[config.mk]
export PLATFORM = sky130hd
export DESIGN_NAME = pb_mmu
export DESIGN_NICKNAME = d
export VERILOG_FILES = /design/src/rtl/pb_mmu_pkg.sv /design/src/rtl/pb_fifo.sv /design/src/rtl/pb_run_finder.sv /design/src/rtl/pb_addr_map.sv /design/src/rtl/pb_mmu.sv
export SDC_FILE = /design/constraint.sdc
export NUM_CORES = 1
export LEC_CHECK = 0
export ABC_AREA = 1
export BUFFER_PORTS_ARGS = -buffer_cell sky130_fd_sc_hd__buf_2
export CAP_MARGIN = 30
export CORE_AREA = 2 2 234 236
export DETAILED_ROUTE_END_ITERATION = 8
export DIE_AREA = 0 0 236 238
export PLACE_DENSITY = 0.71
export SLEW_MARGIN = 10
export SYNTH_ARGS = -nofsm -noshare
export SYNTH_HDL_FRONTEND = slang
export SYNTH_SLANG_ARGS = --single-unit
export TNS_END_PERCENT = 1
[constraint.sdc]
create_clock -name clk -period 6.47 [get_ports clk]
set_input_delay 0 -clock clk [delete_from_list [all_inputs] [get_ports clk]]
set_output_delay 0 -clock clk [all_outputs]
set_load 0.01 [all_outputs]
[src/rtl/pb_mmu_pkg.sv]
package pb_mmu_pkg;
    typedef enum logic [2:0] {
        OP_NOP      = 3'd0,
        OP_ALLOC    = 3'd1,
        OP_RELEASE  = 3'd2,
        OP_ENQUEUE  = 3'd3,
        OP_RESET_TX = 3'd4,
        OP_POP_RX   = 3'd5,
        OP_POP_DONE = 3'd6
    } mmu_op_e;

    localparam int PAGE_SHIFT    = 8;
    localparam int LOG_OFF_W     = 11;
    localparam int MAX_PKT_PAGES = (1 << LOG_OFF_W) >> PAGE_SHIFT;
endpackage

[src/rtl/pb_fifo.sv]
module pb_fifo #(
    parameter int W     = 5,
    parameter int DEPTH = 18
) (
    input  logic         clk,
    input  logic         rst,
    input  logic         push,
    input  logic [W-1:0] push_data,
    input  logic         pop,
    input  logic         flush,
    output logic [W-1:0] head,
    output logic         empty
);
    localparam int PTR_W = (DEPTH > 1) ? $clog2(DEPTH) : 1;
    localparam int CNT_W = $clog2(DEPTH + 1);

    typedef struct packed {
        logic [DEPTH-1:0][W-1:0] mem;
        logic [PTR_W-1:0]        rd;
        logic [PTR_W-1:0]        wr;
        logic [CNT_W-1:0]        cnt;
    } fifo_st_t;

    fifo_st_t st_d, st_q;
    logic     take_d, put_d;

    function automatic logic [PTR_W-1:0] step_ptr(input logic [PTR_W-1:0] p);
        if (p == PTR_W'(DEPTH - 1)) return '0;
        return p + 1'b1;
    endfunction

    always_comb begin
        st_d   = st_q;
        take_d = pop && (st_q.cnt != '0);
        put_d  = push && ((st_q.cnt != CNT_W'(DEPTH)) || take_d);
        if (flush) begin
            st_d.rd  = '0;
            st_d.wr  = '0;
            st_d.cnt = '0;
        end else begin
            if (take_d) st_d.rd = step_ptr(st_q.rd);
            if (put_d) begin
                st_d.mem[st_q.wr] = push_data;
                st_d.wr           = step_ptr(st_q.wr);
            end
            case ({put_d, take_d})
                2'b10:   st_d.cnt = st_q.cnt + 1'b1;
                2'b01:   st_d.cnt = st_q.cnt - 1'b1;
                default: st_d.cnt = st_q.cnt;
            endcase
        end
    end

    always_ff @(posedge clk) begin
        if (rst) st_q <= '0;
        else     st_q <= st_d;
    end

    assign head  = st_q.mem[st_q.rd];
    assign empty = (st_q.cnt == '0);
endmodule

[src/rtl/pb_run_finder.sv]
module pb_run_finder #(
    parameter int NUM_PAGES = 18,
    parameter int MAXP      = 8,
    parameter int PKT_W     = 5,
    parameter int NEED_W    = 4
) (
    input  logic [NUM_PAGES-1:0] used,
    input  logic [NEED_W-1:0]    need,
    output logic                 found,
    output logic [PKT_W-1:0]     start
);
    logic [NUM_PAGES+MAXP-1:0] ext;
    logic                      fit;

    assign ext = {{MAXP{1'b1}}, used};

    always_comb begin
        found = 1'b0;
        start = '0;
        fit   = 1'b0;
        for (int s = NUM_PAGES - 1; s >= 0; s--) begin
            fit = (need != '0);
            for (int k = 0; k < MAXP; k++) begin
                if ((k < int'(need)) && ext[s+k]) fit = 1'b0;
            end
            if (fit) begin
                found = 1'b1;
                start = PKT_W'(s);
            end
        end
    end
endmodule

[src/rtl/pb_addr_map.sv]
module pb_addr_map #(
    parameter int PKT_W  = 5,
    parameter int OFF_W  = 11,
    parameter int SHIFT  = 8,
    parameter int ADDR_W = 13
) (
    input  logic              sel,
    input  logic [PKT_W-1:0]  tx_pkt,
    input  logic [PKT_W-1:0]  rx_pkt,
    input  logic [OFF_W-1:0]  off,
    output logic [ADDR_W-1:0] addr
);
    localparam int PG_W   = PKT_W + 1;
    localparam int FULL_W = PG_W + SHIFT;

    logic [PKT_W-1:0]  pkt;
    logic [PG_W-1:0]   page;
    logic [FULL_W-1:0] full;

    always_comb begin
        pkt  = sel ? rx_pkt : tx_pkt;
        page = {1'b0, pkt} + PG_W'(off[OFF_W-1:SHIFT]);
        full = {page, off[SHIFT-1:0]};
        addr = full[ADDR_W-1:0];
    end
endmodule

[src/rtl/pb_mmu.sv]
module pb_mmu
    import pb_mmu_pkg::*;
#(
    parameter int NUM_PAGES  = 18,
    parameter int PKT_W      = 5,
    parameter int FIFO_DEPTH = 18,
    parameter int LEN_W      = 12,
    localparam int CNT_W     = $clog2(NUM_PAGES + 1),
    localparam int ADDR_W    = $clog2(NUM_PAGES << PAGE_SHIFT)
) (
    input  logic                 clk,
    input  logic                 rst,
    input  logic                 cmd_valid,
    input  logic [2:0]           cmd_op,
    input  logic [LEN_W-1:0]     cmd_len,
    input  logic                 pnr_wr,
    input  logic [PKT_W-1:0]     pnr_wdata,
    output logic [PKT_W-1:0]     pnr,
    output logic [PKT_W:0]       alloc_res,
    output logic                 alloc_done,
    output logic                 rx_ovrn,
    input  logic [1:0]           irq_ack,
    input  logic [CNT_W-1:0]     tx_reserve,
    output logic [CNT_W-1:0]     free_pages,
    output logic [PKT_W-1:0]     done_head,
    output logic                 done_empty,
    output logic [PKT_W-1:0]     rx_head,
    output logic                 rx_empty,
    output logic [PKT_W-1:0]     tx_head,
    output logic                 tx_empty,
    input  logic                 tx_pop,
    input  logic                 done_push,
    input  logic [PKT_W-1:0]     done_pkt,
    input  logic                 rx_alloc_req,
    input  logic [LEN_W-1:0]     rx_len,
    output logic                 rx_grant,
    output logic                 rx_grant_fail,
    output logic [PKT_W-1:0]     rx_grant_pkt,
    input  logic                 rx_push,
    input  logic [PKT_W-1:0]     rx_push_pkt,
    input  logic                 map_sel,
    input  logic [LOG_OFF_W-1:0] map_off,
    output logic [ADDR_W-1:0]    map_addr
);
    localparam int MAXP   = MAX_PKT_PAGES;
    localparam int NEED_W = $clog2(MAXP + 1);

    typedef struct packed {
        logic [NUM_PAGES-1:0]             used;
        logic [NUM_PAGES-1:0][NEED_W-1:0] plen;
        logic [CNT_W-1:0]                 free;
        logic [PKT_W-1:0]                 pnr;
        logic [PKT_W:0]                   res;
        logic                             adone;
        logic                             ovrn;
        logic                             grant;
        logic                             gfail;
        logic [PKT_W-1:0]                 gpkt;
    } mmu_st_t;

    mmu_st_t st_q, st_h, st_d;

    logic [NEED_W-1:0] h_need, r_need;
    logic              h_big, r_big;
    logic              h_found, r_found;
    logic [PKT_W-1:0]  h_start, r_start;
    logic [NEED_W-1:0] rel_len;
    logic              tx_push_c, txq_flush_c, done_pop_c, rx_pop_c;

    function automatic logic [LEN_W:0] pages_of(input logic [LEN_W-1:0] n);
        logic [LEN_W:0] t;
        t = ({1'b0, n} + (LEN_W+1)'((1 << PAGE_SHIFT) - 1)) >> PAGE_SHIFT;
        if (n == '0) t = (LEN_W+1)'(1);
        return t;
    endfunction

    always_comb begin
        logic [LEN_W:0] hp, rp;
        hp     = pages_of(cmd_len);
        rp     = pages_of(rx_len);
        h_big  = (hp > (LEN_W+1)'(MAXP));
        r_big  = (rp > (LEN_W+1)'(MAXP));
        h_need = h_big ? '0 : hp[NEED_W-1:0];
        r_need = r_big ? '0 : rp[NEED_W-1:0];
    end

    pb_run_finder #(
        .NUM_PAGES(NUM_PAGES), .MAXP(MAXP), .PKT_W(PKT_W), .NEED_W(NEED_W)
    ) u_find_host (
        .used(st_q.used), .need(h_need), .found(h_found), .start(h_start)
    );

    always_comb begin
        rel_len = '0;
        for (int p = 0; p < NUM_PAGES; p++) begin
            if (PKT_W'(p) == st_q.pnr) rel_len = st_q.plen[p];
        end
    end

    // Host command stage
    always_comb begin
        st_h       = st_q;
        st_h.grant = 1'b0;
        if (pnr_wr)     st_h.pnr   = pnr_wdata;
        if (irq_ack[0]) st_h.adone = 1'b0;
        if (irq_ack[1]) st_h.ovrn  = 1'b0;
        if (cmd_valid) begin
            case (cmd_op)
                OP_ALLOC: begin
                    if (h_found && !h_big) begin
                        for (int p = 0; p < NUM_PAGES; p++) begin
                            if (p >= int'(h_start) && p < int'(h_start) + int'(h_need))
                                st_h.used[p] = 1'b1;
                            if (p == int'(h_start)) st_h.plen[p] = h_need;
                        end
                        st_h.free  = st_q.free - CNT_W'(h_need);
                        st_h.res   = {1'b0, h_start};
                        st_h.adone = 1'b1;
                    end else begin
                        st_h.res = {1'b1, {PKT_W{1'b0}}};
                    end
                end
                OP_RELEASE: begin
                    if (rel_len != '0) begin
                        for (int p = 0; p < NUM_PAGES; p++) begin
                            if (p >= int'(st_q.pnr) && p < int'(st_q.pnr) + int'(rel_len))
                                st_h.used[p] = 1'b0;
                            if (PKT_W'(p) == st_q.pnr) st_h.plen[p] = '0;
                        end
                        st_h.free = st_q.free + CNT_W'(rel_len);
                    end
                end
                default: ;
            endcase
        end
    end

    pb_run_finder #(
        .NUM_PAGES(NUM_PAGES), .MAXP(MAXP), .PKT_W(PKT_W), .NEED_W(NEED_W)
    ) u_find_rx (
        .used(st_h.used), .need(r_need), .found(r_found), .start(r_start)
    );

    // Receive allocation stage, on the pages left by the host stage
    always_comb begin
        st_d = st_h;
        if (rx_alloc_req) begin
            st_d.grant = 1'b1;
            if (r_found && !r_big &&
                (int'(st_h.free) >= int'(r_need) + int'(tx_reserve))) begin
                for (int p = 0; p < NUM_PAGES; p++) begin
                    if (p >= int'(r_start) && p < int'(r_start) + int'(r_need))
                        st_d.used[p] = 1'b1;
                    if (p == int'(r_start)) st_d.plen[p] = r_need;
                end
                st_d.free  = st_h.free - CNT_W'(r_need);
                st_d.gfail = 1'b0;
                st_d.gpkt  = r_start;
            end else begin
                st_d.gfail = 1'b1;
                st_d.gpkt  = '0;
                st_d.ovrn  = 1'b1;
            end
        end
    end

    always_ff @(posedge clk) begin
        if (rst) begin
            st_q      <= '0;
            st_q.free <= CNT_W'(NUM_PAGES);
        end else begin
            st_q <= st_d;
        end
    end

    always_comb begin
        tx_push_c   = cmd_valid && (cmd_op == OP_ENQUEUE);
        txq_flush_c = cmd_valid && (cmd_op == OP_RESET_TX);
        rx_pop_c    = cmd_valid && (cmd_op == OP_POP_RX);
        done_pop_c  = cmd_valid && (cmd_op == OP_POP_DONE);
    end

    pb_fifo #(.W(PKT_W), .DEPTH(FIFO_DEPTH)) u_txq (
        .clk(clk), .rst(rst), .push(tx_push_c), .push_data(st_q.pnr),
        .pop(tx_pop), .flush(txq_flush_c), .head(tx_head), .empty(tx_empty)
    );

    pb_fifo #(.W(PKT_W), .DEPTH(FIFO_DEPTH)) u_doneq (
        .clk(clk), .rst(rst), .push(done_push), .push_data(done_pkt),
        .pop(done_pop_c), .flush(txq_flush_c), .head(done_head), .empty(done_empty)
    );

    pb_fifo #(.W(PKT_W), .DEPTH(FIFO_DEPTH)) u_rxq (
        .clk(clk), .rst(rst), .push(rx_push), .push_data(rx_push_pkt),
        .pop(rx_pop_c), .flush(1'b0), .head(rx_head), .empty(rx_empty)
    );

    pb_addr_map #(
        .PKT_W(PKT_W), .OFF_W(LOG_OFF_W), .SHIFT(PAGE_SHIFT), .ADDR_W(ADDR_W)
    ) u_map (
        .sel(map_sel), .tx_pkt(st_q.pnr), .rx_pkt(rx_head), .off(map_off), .addr(map_addr)
    );

    assign pnr           = st_q.pnr;
    assign alloc_res     = st_q.res;
    assign alloc_done    = st_q.adone;
    assign rx_ovrn       = st_q.ovrn;
    assign free_pages    = st_q.free;
    assign rx_grant      = st_q.grant;
    assign rx_grant_fail = st_q.gfail;
    assign rx_grant_pkt  = st_q.gpkt;
endmodule

* Yosys cells after proc, flatten, opt, wreduce, memory -nomap -nowiden
Index checks and enable logic that the tools add are counted.
Storage, ports and cells: register bits 430, output and inout bits 56, logic and storage cells 1201
Operators by class: add/sub/neg operators 22, magnitude comparators 136, eq/ne operators 72, multiplexer cells 552, bitwise logic cells 1, reductions and logical operators 328
Operator list (number):
- $lt A5 B32 Y1 const A | 24
- $mux W95 | 5
- $mux W1 | 400
- $lt A4 B32 Y1 const A | 12
- $logic_and A1 B1 Y1 | 302
- $mux W4 | 74
- $mux W5 | 57
- $bwmux W90 | 3
- $lt A3 B32 Y1 const A | 6
- $pmux W95 S2 | 1
- $ge A4 B5 Y1 const A | 24
- $eq A5 B5 Y1 const A | 22
- $lt A1 B32 Y1 const A | 3
- $lt A2 B32 Y1 const A | 3
- $lt A6 B32 Y1 const A | 3
- $eq A4 B5 Y1 const A | 16
- $bmux W5 S5 | 3
- $demux W5 S5 | 3
- $ge A3 B5 Y1 const A | 12
- $add A5 B1 Y5 const B | 9
- $eq A3 B5 Y1 const A | 8
- $lt A5 B6 Y1 const B | 6
- $lt A3 B4 Y1 const A | 8
- $eq A5 B5 Y1 const B | 6
- 37 further kinds | 101

* Longest topological paths before layout
depth in word-level cells 72, depth in mapped cells 72, gate-level depth less buffers 70

* Hierarchy
Synthesis repeated with hierarchy kept, for this count alone.
Unflattened totals: cells, all modules 5026, area, all modules 30639.4 µm²
Modules (own cells, without submodules):
- pb_fifo at u_doneq ... | times used 2, cells an instance 960, area an instance 5955.7 µm², seq. area each 2102.0 µm²
- pb_mmu | times used 1, cells an instance 1676, area an instance 10216.0 µm², seq. area each 2302.2 µm²
- pb_fifo at u_txq | times used 1, cells an instance 960, area an instance 5914.4 µm², seq. area each 2102.0 µm²
- pb_run_finder | times used 2, cells an instance 210, area an instance 1159.9 µm², seq. area each 0.0 µm²
- pb_addr_map | times used 1, cells an instance 50, area an instance 277.8 µm², seq. area each 0.0 µm²

* Worst setup path after synthesis
OpenSTA, ideal clock, no wires.
path type register to register, start reg st_q, in the netlist pnr[1], end reg st_q[110] (netlist bit), data arrival time 6.610 ns, setup slack -0.272 ns, stages on the path, launching flop included 56, path buffers 2, clock period less this slack 6.742 ns, cells stage by stage dfxtp_1 -> clkbuf_1 -> nor2_1 -> nand2_1 -> inv_1 -> nand2_1 -> inv_1 -> a22oi_1 -> o2111ai_1 -> o21ai_0 -> nand3b_1 -> o21ai_0 -> nand4_1 -> nand2_1 -> nand2_1 -> nand2_1 -> nand2_1 -> nand2_1 -> (+20 left out) -> nand3_1 -> nor2_1 -> a21boi_0 -> nand2_1 -> a21oi_2 -> buf_4 -> ha_1 -> inv_1 -> fa_1 -> nor2_1 -> a211oi_1 -> nand3b_1 -> nand2_1 -> nand2_2 -> nor2_1 -> nand2_1 -> nand3b_1 -> a21oi_1
Between the ends: longest elaborated chain between the ends 59, elaborated cells on any way between the ends 420, those cells by class add/sub (3); order compare (39); eq/ne (17); mux (222); reduce/logical (139)
Ends and longest elaborated chain:
- start, declared | RTL line pb_mmu.sv:61 | mmu_st_t st_q, st_h, st_d;
- start signal, assigned | RTL line pb_mmu.sv:172 | st_q <= st_d;
- parallel branches: the longest is 23 deep, another holds $logic_not A5 Y1
- $mux W95 * | RTL line pb_mmu.sv:124 | if (rel_len != '0) begin
- $pmux W95 S2 * | RTL line pb_mmu.sv:108 | case (cmd_op)
- $mux W95 * | RTL line pb_mmu.sv:107 | if (cmd_valid) begin
- $logic_and A1 B1 Y1 | RTL line pb_run_finder.sv:24 | if ((k < int'(need)) && ext[s+k]) fit = 1'b0;
- $mux W1 (8 in a row) | RTL line pb_run_finder.sv:24
- $mux W5 (18 in a row) | RTL line pb_run_finder.sv:26 | if (fit) begin
- $add A5 B4 Y6 | RTL line pb_mmu.sv:152 | if (p >= int'(r_start) && p < int'(r_start) + int'(r_need))
- $lt A5 B32 Y1 | RTL line pb_mmu.sv:152
- $logic_and A1 B1 Y1 | RTL line pb_mmu.sv:152
- $mux W1 | RTL line pb_mmu.sv:152
- $mux W95 | RTL line pb_mmu.sv:149 | if (r_found && !r_big &&
- $mux W95 * | RTL line pb_mmu.sv:147 | if (rx_alloc_req) begin
Mark *: on every way between the ends. A chain may end at the register's enable or synchronous reset.

* Final worst setup path
start reg st_q, in the netlist pnr[4], end reg st_q[102] (netlist bit)
Between the ends: longest elaborated chain between the ends 59, elaborated cells on any way between the ends 420, those cells by class add/sub (3); order compare (39); eq/ne (17); mux (222); reduce/logical (139)
Ends and longest elaborated chain (RTL line):
- parallel branches: the longest is 23 deep, another holds $logic_not A5 Y1
- $mux W95 * | pb_mmu.sv:124
- $pmux W95 S2 * | pb_mmu.sv:108
- $mux W95 * | pb_mmu.sv:107
- $logic_and A1 B1 Y1 | pb_run_finder.sv:24
- $mux W1 (8 in a row) | pb_run_finder.sv:24
- $mux W5 (18 in a row) | pb_run_finder.sv:26
- $add A5 B4 Y6 | pb_mmu.sv:152
- $lt A4 B32 Y1 | pb_mmu.sv:152
- $logic_and A1 B1 Y1 | pb_mmu.sv:152
- $mux W1 | pb_mmu.sv:152
- $mux W95 | pb_mmu.sv:149
- $mux W95 * | pb_mmu.sv:147
Marked as above.

==> out/metrics.cfg <==
[placed_design]
dp.final_hpwl_mm = 68.0
place_area_sq_um = 30800
port_buffers = 108
routabilityCongestion = 1.03

[min_path]
hold_path.class = in -> out
hold_start = map_off[2]

[logic_synthesis]
ys_types = 67
ys_top_cells_by_count = nand2_1 (653), a21oi_1 (567), inv_1 (561), o21ai_0 (515), nor2_1 (467)
synth_top_cell_area_share_pct = 31.3
synth_cells = 4309
synth.top_cells.by_area = dfxtp_1 (31%), a21oi_1 (10%), o21ai_0 (9.4%), nand2_1 (8.9%), inv_1 (7.7%)
async_flop_share_pct = 0
syn_nets = 4455
avgSynthCellArea_sq_um = 6.39
yosys_warnings = 0
synth_seq_cells = 430
yosysSeqAreaShare_pct = 31.3
yosysMostFrequentCell = nand2_1
synth_largest_area_cell = dfxtp_1
synth-edff-count = 0
syn_area_sq_um = 27500
synthFlopType = dfxtp_1

[floorplan]
die_area_sq_um = 56200
rows = 85
chipWidth_um = 236
start_util_pct = 51.4
core_sq_um = 53500
die_height_um = 238
io_pins = 125

[route]
dr.pass1.iters = 6
initialDrtViolationCount = 3411
num_vias = 31029
drt-total-wl_mm = 98.0
wl_per_cell_um = 18.0
vias_per_cell = 5.70
drtAntennaViolNets = 0
drcViolationCount = 0

[cts]
cts-root-buf = clkbuf_16
cts_num_sinks = 430
cts_buffers = 48
cts_tree = done
cts.reportedPaths.clkPinSlew_ps = 60
htree_levels = 2
clock_path_buffers = 3
clock_latency_ps = 620

[sta]
worst_slew_pin_slew_ps = 940
period_share_pct = 105
rsz0062_at_grt = true
setup_slack_ps = -323
setup_tns_ps = -4740
setup-violations-final = 18
period_minus_slack_ps = 6790
slew_headroom_pct = 37.1
finClkSkew_ps = 27.4
hold_violations = 0
drv_slew = 0
max_freq_ghz = 0.147

[grt]
overflow = 0
grt_pass1_vias = 28157
grt_pass1_wl_mm = 153
globalRouteTotalUtil_pct = 33.5
grt_max_degree = 160
antenna_found_initial = 0

[final_layout]
syn_to_final_growth_pct = 23.8
final_core_util_pct = 63.7
final_cell_area_sq_um = 34100
nNetsFinal = 4854
drive_gt1_share_pct = 19.6

[power_and_ir_drop]
p_total_mw = 8.38
power_density_nw_per_um2 = 246
ir_drop_mv = 0.192
p_leak_nw = 13.9

[outcome]
violations = setup timing
status = finished, violations left

[critical_path]
path_class = reg -> reg
startpoint = pnr[4]
crit_slowest_cell = dfxtp_4
worst-path-max-fanout = 5
worstPathRequired_ps = 6930
arrival_ps = 7250
worst_setup_path_end_kind = flip-flop
r2r_slack_ps = -320
crit_top_cell = nand2_1
max_stage_delay_ps = 380
startpoint_type = flip-flop
r2r-start = pnr[4]

[run]
maxCapViolations = 0

## report_power, final
part	switching [mW]	internal, mW
sequential	0.0703	2.72
combinational	1.74	1.06
clock	1.18	1.61
## stage by stage
step,instances,setup slack [ps],hold WS (ps)
after floorplan,4309,-2.30,91.8
after global placement,5256,-801,0.0686
after detailed placement,5256,-819,0.0686
after CTS,5418,-104,0.0686
after global routing,5439,-618,0.0179
final,5440,-323,0.00443
## sequential cells by signal, summed over array words and instances (netlist names)
register,cells
st_q,90
pnr,5
free_pages,5
rx_ovrn,1
u_txq.st_q,105
alloc_res,6
u_rxq.st_q,105
u_doneq.st_q,105
alloc_done,1
rx_grant_fail,1
rx_grant,1
rx_grant_pkt,5
## worst paths after layout
path,to,depth (start not counted)
setup / recovery,st_q[102],55
hold / removal,map_addr[2],0
setup reg to reg,st_q[102],55
hold reg to reg,u_txq.st_q[98],2
## what timing repair did
action                                 4_1_cts  5_1_grt
pin swaps                                   81       86
gates resized for setup                    151      105
hold buffers                                28        0
endpoints found under the hold margin      209        0
setup buffers                               49       20
setup endpoints to repair                   93       97
## kinds of logic after synthesis
kind of cell,after synthesis,share of synthesized area [%]
AOI/OAI and AO/OA,1339,26.5
DFF,430,31.3
and+or+nand+nor,1609,25.7
adders and majority gates,77,3.80
xor gates and xnor gates,24,0.764
buffers and inverters,830,11.9
## critical path: cells and delay by family, from the launching register on
kind,cells,cell delay (ps)
AOI/OAI and AO/OA,12,1530
adders and majority gates,3,810
and+or+nand+nor,28,2770
buffers and inverters,12,1140
DFF,1,380
## final cells by class
cell class              instances  area (sq um)
diodes                          1          2.50
clock buffers                  73          1440
clock inverters                12           164
fillers                      4984         19400
inverters                     610          2310
multi-input cells            3049         16400
flip-flops and latches        430          8620
well taps                     696           871
repair buffers                569          4200
## cells in the final DEF, fill, tap and decap left out, types with 11 or more instances in the layout
cell type,netlist,final
a211oi_1,50,49
a21boi_0,12,11
a21oi_1,567,555
a21oi_2,3,12
a31oi_1,20,19
buf_2,11,107
buf_4,33,411
buf_6,1,16
clkbuf_1,159,11
clkbuf_16,0,48
clkbuf_8,0,14
clkinv_1,16,15
dfxtp_1,430,424
dlygate4sd3_1,0,28
ha_1,66,59
inv_1,561,531
inv_2,28,55
nand2_1,653,614
nand2_2,35,60
nand2_4,8,22
nand3_1,270,261
nand3_2,8,14
nand4_1,38,38
nor2_1,467,427
nor2_2,17,34
nor2_4,11,34
nor3_1,69,64
o211ai_1,43,43
o21ai_0,515,499
o21ai_1,45,54
o22ai_1,19,16
xor2_1,16,15
## layer usage
metal / up-vias / part of all wire (%) / track usage [%]
met5: - / 0 / 0
met4: 0 / 3.9 / 13.3
li1: 15133 / - / -
met1: 14085 / 42 / 46.0
met3: 290 / 9.8 / 5.26
met2: 1521 / 44 / 52.7
Power figures use the tool's default switching activity.
